$ cat config.mk
export PLATFORM = sky130hd
export DESIGN_NAME = dadot_mac
export DESIGN_NICKNAME = d
export VERILOG_FILES = /design/src/rtl/dadot_pkg.sv /design/src/rtl/dadot_sample_bank.sv /design/src/rtl/dadot_ptable.sv /design/src/rtl/dadot_csa_array.sv /design/src/rtl/dadot_csa_accum.sv /design/src/rtl/dadot_ctrl.sv /design/src/rtl/dadot_mac.sv
export SDC_FILE = /design/constraint.sdc
export NUM_CORES = 1
export LEC_CHECK = 0
export BUFFER_PORTS_ARGS = -buffer_cell sky130_fd_sc_hd__buf_2
export CAP_MARGIN = 20
export CORE_MARGIN = 1.5
export CORE_UTILIZATION = 49
export CTS_CLUSTER_DIAMETER = 60
export DETAILED_ROUTE_END_ITERATION = 10
export GPL_TIMING_DRIVEN = 0
export PLACE_DENSITY = 0.77
export REMOVE_ABC_BUFFERS = 1
export SETUP_SLACK_MARGIN = 0.2
export SLEW_MARGIN = 10
export SYNTH_ARGS = -nofsm -noshare
export SYNTH_HDL_FRONTEND = slang
export SYNTH_HIERARCHICAL = 1
export SYNTH_SLANG_ARGS = --single-unit
$ cat constraint.sdc
create_clock -name clk_i -period 3.5 [get_ports clk_i]
set_input_delay 0.175 -clock clk_i [delete_from_list [all_inputs] [get_ports clk_i]]
set_output_delay 0.175 -clock clk_i [all_outputs]
set_load 0.01 [all_outputs]
$ cat src/rtl/dadot_pkg.sv
package dadot_pkg;
  localparam int unsigned LANES       = 8;
  localparam int unsigned GROUP_LANES = 4;
  localparam int unsigned GROUPS      = LANES / GROUP_LANES;
  localparam int unsigned TABLE_DEPTH = 1 << GROUP_LANES;

  typedef enum logic [1:0] {
    ST_IDLE  = 2'd0,
    ST_RUN   = 2'd1,
    ST_FINAL = 2'd2
  } dadot_state_e;

  function automatic logic maj3(input logic a, input logic b, input logic c);
    return (a & b) | (a & c) | (b & c);
  endfunction
endpackage

$ cat src/rtl/dadot_sample_bank.sv
module dadot_sample_bank #(
  parameter int unsigned DATA_W = 8,
  parameter int unsigned LANES  = 8
) (
  input  logic                    clk_i,
  input  logic                    rst_ni,
  input  logic                    load_i,
  input  logic                    shift_i,
  input  logic [LANES*DATA_W-1:0] samples_i,
  output logic [LANES-1:0]        bits_o
);
  for (genvar k = 0; k < LANES; k++) begin : g_lane
    logic [DATA_W-1:0] sh_q;
    always_ff @(posedge clk_i or negedge rst_ni) begin
      if (!rst_ni)      sh_q <= '0;
      else if (load_i)  sh_q <= samples_i[k*DATA_W +: DATA_W];
      else if (shift_i) sh_q <= sh_q >> 1;
    end
    assign bits_o[k] = sh_q[0];
  end
endmodule

$ cat src/rtl/dadot_ptable.sv
module dadot_ptable
  import dadot_pkg::*;
#(
  parameter int unsigned                  COEF_W = 8,
  parameter int unsigned                  OUT_W  = 19,
  parameter logic [GROUP_LANES*COEF_W-1:0] COEFS = '0
) (
  input  logic [GROUP_LANES-1:0] addr_i,
  input  logic                   en_i,
  input  logic                   inv_i,
  output logic [OUT_W-1:0]       word_o
);
  // entries are sign-extended to the full result width so wrap is harmless
  function automatic logic [OUT_W-1:0] entry_val(input int unsigned e);
    logic [OUT_W-1:0]  acc;
    logic [COEF_W-1:0] c;
    acc = '0;
    for (int i = 0; i < int'(GROUP_LANES); i++) begin
      if (e[i]) begin
        c   = COEFS[i*COEF_W +: COEF_W];
        acc = acc + {{(OUT_W-COEF_W){c[COEF_W-1]}}, c};
      end
    end
    return acc;
  endfunction

  logic [OUT_W-1:0] rom [TABLE_DEPTH];
  logic [OUT_W-1:0] word;

  for (genvar e = 0; e < int'(TABLE_DEPTH); e++) begin : g_entry
    assign rom[e] = entry_val(e);
  end

  assign word   = rom[addr_i];
  assign word_o = en_i ? (inv_i ? ~word : word) : '0;
endmodule

$ cat src/rtl/dadot_csa_array.sv
module dadot_csa_array
  import dadot_pkg::*;
#(
  parameter int unsigned OUT_W = 19
) (
  input  logic             clk_i,
  input  logic             rst_ni,
  input  logic             clr_i,
  input  logic             en_i,
  input  logic [OUT_W-1:0] a_i,
  input  logic [OUT_W-1:0] b_i,
  output logic [OUT_W-1:0] sum_o
);
  logic [OUT_W-1:0] s_q, c_q, s_d, c_d;

  // carry stays in its cell: weight lines up one step later
  for (genvar j = 0; j < int'(OUT_W); j++) begin : g_cell
    assign s_d[j] = a_i[j] ^ b_i[j] ^ c_q[j];
    assign c_d[j] = maj3(a_i[j], b_i[j], c_q[j]);
  end

  always_ff @(posedge clk_i or negedge rst_ni) begin
    if (!rst_ni) begin
      s_q <= '0;
      c_q <= '0;
    end else if (clr_i) begin
      s_q <= '0;
      c_q <= '0;
    end else if (en_i) begin
      s_q <= s_d;
      c_q <= c_d;
    end
  end

  assign sum_o = s_q;
endmodule

$ cat src/rtl/dadot_csa_accum.sv
module dadot_csa_accum
  import dadot_pkg::*;
#(
  parameter int unsigned OUT_W = 19,
  parameter int unsigned LOW_W = 9
) (
  input  logic             clk_i,
  input  logic             rst_ni,
  input  logic             clr_i,
  input  logic             en_i,
  input  logic [OUT_W-1:0] in_i,
  output logic [OUT_W-1:0] sum_o,
  output logic [OUT_W-1:0] carry_o,
  output logic [LOW_W-1:0] low_o
);
  logic [OUT_W-1:0] s_q, c_q, s_d, c_d, up;
  logic [LOW_W-1:0] low_q;

  for (genvar j = 0; j < int'(OUT_W); j++) begin : g_cell
    if (j == int'(OUT_W) - 1) begin : g_top
      assign up[j] = 1'b0;
    end else begin : g_mid
      assign up[j] = s_q[j+1];
    end
    assign s_d[j] = in_i[j] ^ up[j] ^ c_q[j];
    assign c_d[j] = maj3(in_i[j], up[j], c_q[j]);
  end

  always_ff @(posedge clk_i or negedge rst_ni) begin
    if (!rst_ni) begin
      s_q   <= '0;
      c_q   <= '0;
      low_q <= '0;
    end else if (clr_i) begin
      s_q   <= '0;
      c_q   <= '0;
      low_q <= '0;
    end else if (en_i) begin
      s_q   <= s_d;
      c_q   <= c_d;
      low_q <= {s_d[0], low_q[LOW_W-1:1]};
    end
  end

  assign sum_o   = s_q;
  assign carry_o = c_q;
  assign low_o   = low_q;
endmodule

$ cat src/rtl/dadot_ctrl.sv
module dadot_ctrl
  import dadot_pkg::*;
#(
  parameter int unsigned DATA_W = 8
) (
  input  logic clk_i,
  input  logic rst_ni,
  input  logic start_i,
  output logic busy_o,
  output logic load_o,
  output logic shift_o,
  output logic tbl_en_o,
  output logic inv_o,
  output logic arr_en_o,
  output logic acc_en_o,
  output logic fin_o
);
  localparam int unsigned CNT_W = $clog2(DATA_W + 2) + 1;
  localparam logic [CNT_W-1:0] K_SIGN  = CNT_W'(DATA_W - 1);
  localparam logic [CNT_W-1:0] K_FLUSH = CNT_W'(DATA_W);
  localparam logic [CNT_W-1:0] K_LAST  = CNT_W'(DATA_W + 1);

  dadot_state_e     state_q, state_d;
  logic [CNT_W-1:0] cnt_q, cnt_d;
  logic             run;

  assign run = (state_q == ST_RUN);

  always_comb begin
    state_d = state_q;
    cnt_d   = cnt_q;
    unique case (state_q)
      ST_IDLE: if (start_i) begin
        state_d = ST_RUN;
        cnt_d   = '0;
      end
      ST_RUN: begin
        if (cnt_q == K_LAST) state_d = ST_FINAL;
        else                 cnt_d   = cnt_q + 1'b1;
      end
      ST_FINAL: state_d = ST_IDLE;
      default:  state_d = ST_IDLE;
    endcase
  end

  always_ff @(posedge clk_i or negedge rst_ni) begin
    if (!rst_ni) begin
      state_q <= ST_IDLE;
      cnt_q   <= '0;
    end else begin
      state_q <= state_d;
      cnt_q   <= cnt_d;
    end
  end

  assign busy_o   = (state_q != ST_IDLE);
  assign load_o   = (state_q == ST_IDLE) && start_i;
  assign tbl_en_o = run && (cnt_q < K_FLUSH);
  assign shift_o  = tbl_en_o;
  assign inv_o    = run && (cnt_q == K_SIGN);
  assign arr_en_o = run && (cnt_q <= K_FLUSH);
  assign acc_en_o = run && (cnt_q != '0);
  assign fin_o    = (state_q == ST_FINAL);
endmodule

$ cat src/rtl/dadot_mac.sv
module dadot_mac
  import dadot_pkg::*;
#(
  parameter int unsigned  DATA_W  = 8,
  parameter int unsigned  COEF_W  = 8,
  parameter logic [4*COEF_W-1:0] COEF_LO = 32'h807FF903,
  parameter logic [4*COEF_W-1:0] COEF_HI = 32'hA664FF2D,
  localparam int unsigned OUT_W   = COEF_W + DATA_W + 3
) (
  input  logic                  clk_i,
  input  logic                  rst_ni,
  input  logic                  start_i,
  input  logic [8*DATA_W-1:0]   samples_i,
  output logic                  busy_o,
  output logic                  done_o,
  output logic [OUT_W-1:0]      result_o
);
  localparam int unsigned LOW_W = DATA_W + 1;
  localparam int unsigned RES_W = OUT_W - LOW_W;
  // two deferred +1 terms at the sign-bit weight
  localparam logic [OUT_W-1:0] COMP = {{(OUT_W-1){1'b0}}, 1'b1} << DATA_W;

  logic                  load, shift, tbl_en, inv, arr_en, acc_en, fin;
  logic [LANES-1:0]      bits;
  logic [OUT_W-1:0]      tbl_word [GROUPS];
  logic [OUT_W-1:0]      arr_sum, acc_sum, acc_carry, residual, total;
  logic [LOW_W-1:0]      low;
  logic [OUT_W-1:0]      result_q;
  logic                  done_q;

  dadot_ctrl #(.DATA_W(DATA_W)) i_ctrl (
    .clk_i, .rst_ni, .start_i,
    .busy_o, .load_o(load), .shift_o(shift), .tbl_en_o(tbl_en),
    .inv_o(inv), .arr_en_o(arr_en), .acc_en_o(acc_en), .fin_o(fin)
  );

  dadot_sample_bank #(.DATA_W(DATA_W), .LANES(LANES)) i_bank (
    .clk_i, .rst_ni, .load_i(load), .shift_i(shift),
    .samples_i, .bits_o(bits)
  );

  for (genvar g = 0; g < int'(GROUPS); g++) begin : g_tbl
    dadot_ptable #(
      .COEF_W(COEF_W), .OUT_W(OUT_W),
      .COEFS((g == 0) ? COEF_LO : COEF_HI)
    ) i_ptable (
      .addr_i(bits[g*GROUP_LANES +: GROUP_LANES]),
      .en_i(tbl_en), .inv_i(inv), .word_o(tbl_word[g])
    );
  end

  dadot_csa_array #(.OUT_W(OUT_W)) i_array (
    .clk_i, .rst_ni, .clr_i(load), .en_i(arr_en),
    .a_i(tbl_word[0]), .b_i(tbl_word[1]), .sum_o(arr_sum)
  );

  dadot_csa_accum #(.OUT_W(OUT_W), .LOW_W(LOW_W)) i_accum (
    .clk_i, .rst_ni, .clr_i(load), .en_i(acc_en), .in_i(arr_sum),
    .sum_o(acc_sum), .carry_o(acc_carry), .low_o(low)
  );

  // carry-propagate resolution, only after the last step
  assign residual = (acc_sum >> 1) + acc_carry;
  assign total    = {residual[RES_W-1:0], low} + COMP;

  always_ff @(posedge clk_i or negedge rst_ni) begin
    if (!rst_ni) begin
      result_q <= '0;
      done_q   <= 1'b0;
    end else begin
      done_q <= fin;
      if (fin) result_q <= total;
    end
  end

  assign done_o   = done_q;
  assign result_o = result_q;
endmodule

After elaboration in Yosys (flattened, before gate mapping)
Memory sizes are Yosys's and may differ from the RTL's.
Index checks and enable logic that the tools add are counted.
{"block": "totals", "output_inout_bits": 21, "mem_count": 2, "mem_bits_ro": 608, "input_bits": 67, "elab_cells": 352, "reg_bits": 176}
{"memory": "(name not given)", "words": 16, "width": 19, "read_ports": 1, "rd_ports_with_merged_regs": 0, "wr": 0, "line": "dadot_ptable.sv:34", "source": "assign word = rom[addr_i];"}
{"memory": "(name not given)", "words": 16, "width": 19, "read_ports": 1, "rd_ports_with_merged_regs": 0, "wr": 0, "line": "dadot_ptable.sv:34"}
{"block": "classes", "eq_ne": 7, "muxes": 40, "order_cmp": 4, "n_reduce_logical": 14, "bitwise": 265, "add_sub_neg": 3}
{"cell": "$mux 19", "count": 16}
{"cell": "$mux 8", "count": 16}
{"cell": "$and 1x1->1", "count": 112}
{"cell": "$xor 1x1->1", "count": 75}
{"cell": "$or 1x1->1", "count": 74}
{"cell": "$not 19->19", "count": 2}
{"cell": "$add 19x9->19 const B", "count": 1}
{"cell": "$mux 9", "count": 2}
{"cell": "$add 10x10->10", "count": 1}
{"cell": "$ge 5x5->1 const B", "count": 2}
{"cell": "$mux 5", "count": 2}
{"cell": "$not 4->5", "count": 2}
{"cell": "$pmux 5 s2", "count": 1}
{"cell": "$reduce_bool 2->1", "count": 5}
{"cell": "$ne 2x2->1 const B", "count": 3}
{"cell": "$add 5x1->5 const B", "count": 1}
{"cell": "$eq 5x3->1 const B", "count": 1}
{"cell": "$eq 5x4->1 const B", "count": 1}
{"cell": "$le 5x4->1 const B", "count": 1}
{"cell": "$logic_and 1x1->1", "count": 5}
{"cell": "$lt 5x4->1 const B", "count": 1}
{"cell": "$reduce_bool 5->1", "count": 1}
{"cell": "$mux 2", "count": 2}
{"cell": "$pmux 2 s2", "count": 1}
{"cell": "other kinds (5)", "count": 5}

Depth between registers and ports, before layout
{"block": "logic_depth", "ltp_word": 12, "ltp_mapped": 11, "mapped_depth_nobuf": 9}

Modules after synthesis
Netlist, hierarchy kept.
{"module": "dadot_sample_bank", "area_each_um2": 3016.6, "cells_per_inst": 285, "seq_area_each_um2": 1601.5, "n_inst": 1}
{"module": "dadot_csa_accum", "area_each_um2": 2279.7, "cells_per_inst": 168, "seq_area_each_um2": 1151.1, "n_inst": 1}
{"module": "dadot_csa_array", "area_each_um2": 1929.4, "cells_per_inst": 141, "seq_area_each_um2": 950.9, "n_inst": 1}
{"module": "dadot_mac", "area_each_um2": 1413.9, "cells_per_inst": 135, "seq_area_each_um2": 500.5, "n_inst": 1}
{"module": "dadot_ctrl", "area_each_um2": 461.7, "cells_per_inst": 48, "seq_area_each_um2": 175.2, "n_inst": 1}
{"module": "dadot_ptable (g_tbl[1].i_ptable)", "area_each_um2": 414.1, "cells_per_inst": 59, "seq_area_each_um2": 0.0, "n_inst": 1}
{"module": "dadot_ptable (g_tbl[0].i_ptable)", "area_each_um2": 387.9, "cells_per_inst": 55, "seq_area_each_um2": 0.0, "n_inst": 1}

Worst setup path after synthesis
OpenSTA, ideal clock, no wires.
{"block": "synth_timing", "path_type": "flip-flop to flip-flop", "start": "register i_ctrl.state_q[1]", "end": "register i_array.s_q[16] (netlist: i_array/sum_o[16])", "arrival_time_ps": 2661, "stages_incl_launch_ff": 12, "setup_slack_ps": 707, "setup_time_ps": 132, "required_ps": 3368, "path_buffers": 3, "period_less_slack_ps": 2793, "cell_sequence": "dfrtp_1 nand2b_1 buf_2 nor3_2 and3_1 clkbuf_1 xnor2_1 nor2_1 buf_4 fa_1 mux2i_1 nor2_1"}
{"item": "start: declaration", "line": "dadot_ctrl.sv:23", "source": "dadot_state_e state_q, state_d;"}
{"item": "start signal: assignment", "line": "dadot_ctrl.sv:51", "source": "state_q <= state_d;"}
{"item": "end signal: assignment", "line": "dadot_csa_array.sv:24", "source": "s_q <= '0;"}
{"item": "end signal: assignment", "line": "dadot_csa_array.sv:27", "source": "s_q <= '0;"}
{"item": "end signal: assignment", "line": "dadot_csa_array.sv:30", "source": "s_q <= s_d;"}
{"item": "end: declaration", "line": "dadot_csa_array.sv:14", "source": "logic [OUT_W-1:0] s_q, c_q, s_d, c_d;"}

Final worst setup path
{"block": "layout_timing", "start": "register i_ctrl.state_q[1]", "end": "register i_array.s_q[5] (netlist: i_array/sum_o[5])"}
{"block": "layout_via", "elab_cells_between_ends": 15, "cone_classes": "eq/ne: 1; mux: 6; bitwise: 2; reduce/logical: 6"}
{"item": "$eq 2x1->1 (*)", "line": "dadot_ctrl.sv:27", "source": "assign run = (state_q == ST_RUN);"}
{"item": "$logic_and 1x1->1 (*)", "line": "dadot_ctrl.sv:58", "source": "assign tbl_en_o = run && (cnt_q < K_FLUSH);"}
{"item": "net shift", "line": "dadot_mac.sv:23", "source": "logic load, shift, tbl_en, inv, arr_en, acc_en, fin;"}
{"item": "$mux 19", "line": "dadot_ptable.sv:35", "source": "assign word_o = en_i ? (inv_i ? ~word : word) : '0;"}
{"item": "$xor 1x1->1 (*) (2 in a row)", "line": "dadot_csa_array.sv:18", "source": "assign s_d[j] = a_i[j] ^ b_i[j] ^ c_q[j];"}
{"item": "$mux 19 (*)", "line": "dadot_csa_array.sv:29", "source": "end else if (en_i) begin"}
{"item": "$mux 19 (*)", "line": "dadot_csa_array.sv:26", "source": "end else if (clr_i) begin"}
Mark *: on every way through the listed nets, which the timed path passes. The rest lies on a longest branch. The select of a mux whose other input is x is not followed.
A chain may end at the register's enable or synchronous reset.

==> results.md <==
- The flow ran to the end, and the final reports show no timing, DRC or antenna violations.
- The worst-case clock buffer depth is 2.
- The repair_antennas step left the layout with diodes totalling 0.
- The initialized floorplan defines slightly above 50 standard-cell rows.
- TritonCTS built the clock tree.
- The horizontal extent of the die is around 150 µm.
- The core region is roughly 20000 µm².
- The clock edge transition at the registers on the reported setup and hold paths is ~0.060 ns.
- Before antenna repair, the detailed router went through 6 iterations.
- The final hold violation count is 0.
- The synthesis-to-finish area growth is 16.6%.
- The worst path needs 3.04 ns of the cycle, external delays included.
- The launching element type of the critical path is a flip-flop.
- The share of the core filled with cells in the final layout is approximately three fifths.
- On the final layout, the worst clock skew is 0.00886 ns.
- The number of violations of the max-capacitance limit is 0.
- The detail-routed via count per cell is 5.20.
- The number of global-route vias before repair came to ~6.9k.
- The critical path arrival is around 3.3 ns.
- The aggregate global routing overflow is 0.
- After synthesis the cells add up to 9900 µm².
- The signal on the critical path passes through nand2b_1 -> nor3_4 -> buf_16 -> and3_4 -> o21ai_0 -> a21oi_2 -> fa_1 -> mux2i_1 -> nor2_1.
- The number of antenna violations at the first check in global routing is 0.
- The final critical path takes up 86.7% of the cycle.
- Setup violations remaining at the end of the flow were counted as 0.
- The multi-input gate area in the final layout is 4820 µm².
- The number of H-tree levels is 4.
- The floorplan step defined a die boundary enclosing approximately 21000 µm².
- The top cell types in the final layout, fill and taps aside, are 175 x dfrtp_1, 144 x mux2i_1, 99 x nor2_1.
- The detailed router placed between 6k and 7k vias in this run.
- The root buffer selected by CTS is clkbuf_16.
- The critical setup path kind is flip-flop to flip-flop.
- Clock tree synthesis found a total of roughly 180 sinks.
- Leaving out fill and tap cells, the most frequent cell in the layout is dfrtp_1.
- The final-report max-slew violation count is 0.
- The final antenna-violating net count is 0.
- In this run the power density over the cells is around 990 nW/µm².
- The synthesized instance count is just under 900.
- Power comes to 11400 µW.
- In this run the worst hold path is classified as input port to async pin.
- Setup repair after global routing left no endpoint under its margin.
- The worst setup path is captured at a flip-flop.
- Based on the critical path, the design can be clocked at up to approximately 330 MHz.
- Registers take ~4400 µm².
- The number of warning messages in the yosys log is 6.
- The fraction of layout instances using a drive strength above 1 is around 17%.
- 88 I/O pins were placed.
- For this block, the routed nets add up to 19.0 mm of wire.
- After detailed routing, the average wire length per cell comes to 15.0 µm.
- Once detailed placement completed, the half-perimeter wirelength came to 11.2 mm.
- Buffers placed on the I/O ports in this run total 87.
- The clock buffer count from CTS is 17.
- The clock network latency to the later pin of the worst-skew pair is 0.43 ns.
- Headroom to the max-slew limit came out at about two fifths.
- For this configuration, the core starts out at a cell density of 50.4%.
- The final routed DRC violation total is 0.
- The largest individual stage delay along the critical path comes from the cell fa_1.
- The global-route wire length before repair is 33.2 mm.
- The overall fraction of global-route tracks in use is a little under a fifth.
- The smallest hold slack is about 0.31 ns.
- For this design the static power due to leakage is between 0.005 and 0.006 µW.
- STA puts the critical path data required time at 3.80 ns.
- A synthesized cell averages around 11 µm².
- The largest vdd supply drop is 0.538 mV.
- The final weighted congestion in routability-driven placement is 0.741.
- In the final design database the tool counted roughly 1.1k nets.
- The worst-path maximum fanout is 22.
- At the pin with the least slew margin, the transition time is roughly 0.90 ns.
- Entering global routing, the biggest net connects roughly 120 pins.
- The largest stage delay on the critical path is about 0.47 ns.
- Counting the fill cells in the layout gives approximately 1.6k.
- The number of design-rule violations left by the first detailed-router iteration is slightly below 300.
- The die is 145 µm tall.
==> routing by layer <==
layer | up-vias | share of wire, % | track usage [%]
li1 | 3216 | - | -
met1 | 3225 | 45 | 24.4
met2 | 122 | 50 | 32.0
met3 | 26 | 3.9 | 4.21
met4 | 0 | 1.4 | 6.94
met5 | - | 0 | 0
==> area by class of cell <==
type	instances	area share [%]
Timing Repair Buffer	167	11.7
Clock inverter	6	0.932
Sequential cell	175	37.9
Inverter	16	0.585
Tap cell	265	2.87
Multi-Input combinational cell	616	41.7
Clock buffer	23	4.23
==> flip-flops by register name, indices dropped and copies added, names as in the netlist <==
register            cells
done_o                  1
i_accum/carry_o        19
i_accum/low_o           8
i_accum/sum_o          19
i_array/c_q            19
i_array/sum_o          19
i_bank/g_lane.sh_q     64
i_ctrl/cnt_q            5
i_ctrl/state_q          2
result_o               19
==> worst max-delay path, delay by kind of cell, from the launching register on <==
kind	cells	cell delay [ns]
flip-flops	1	0.43
AO/OA/AOI/OAI	2	0.55
multiplexers	1	0.15
buffers and inverters	1	0.20
adder cells (fa/ha/maj)	1	0.47
AND/OR/NAND/NOR	4	1.09
==> power breakdown <==
group	internal (µW)	switching (µW)
Combinational	2770	3080
Sequential	2940	715
Clock	1190	763
Total	6890	4560
==> repair_timing <==
action,in CTS,in global routing
setup endpoints to repair,38,13
resized for setup,2,2
endpoints found under the hold margin,137,0
hold buffers,65,0
pin swaps,1,0
setup buffers,3,0
==> per-stage QoR <==
step	cell area (µm²)	std cells	TNS [ns]	setup WS [ns]
floorplan	9210	807	-243.20	-3.91
global placement	9970	1159	-547.72	-5.80
detailed placement	10300	1171	-15.23	-0.675
CTS	11500	1268	0	0.231
global route	11500	1268	0	0.236
finish	11500	1268	0	0.464
==> final timing paths <==
| kind | slack [ns] | cells after the start | endpoint | from |
|---|---|---|---|---|
| max | 0.46 | 9 | i_array/sum_o[5] | i_ctrl/state_q[1] |
| min | 0.31 | 2 | result_o[0] | rst_ni |
| max reg2reg | 0.46 | 9 | i_array/sum_o[5] | i_ctrl/state_q[1] |
| min reg2reg | 0.49 | 2 | result_o[18] | result_o[18] |
| max in group asynchronous | 2.30 | 3 | i_bank/g_lane[7].sh_q[0] | rst_ni |
| min in group clk_i | 0.37 | 3 | i_ctrl/state_q[0] | start_i |
(Power assumes the default switching activity.)
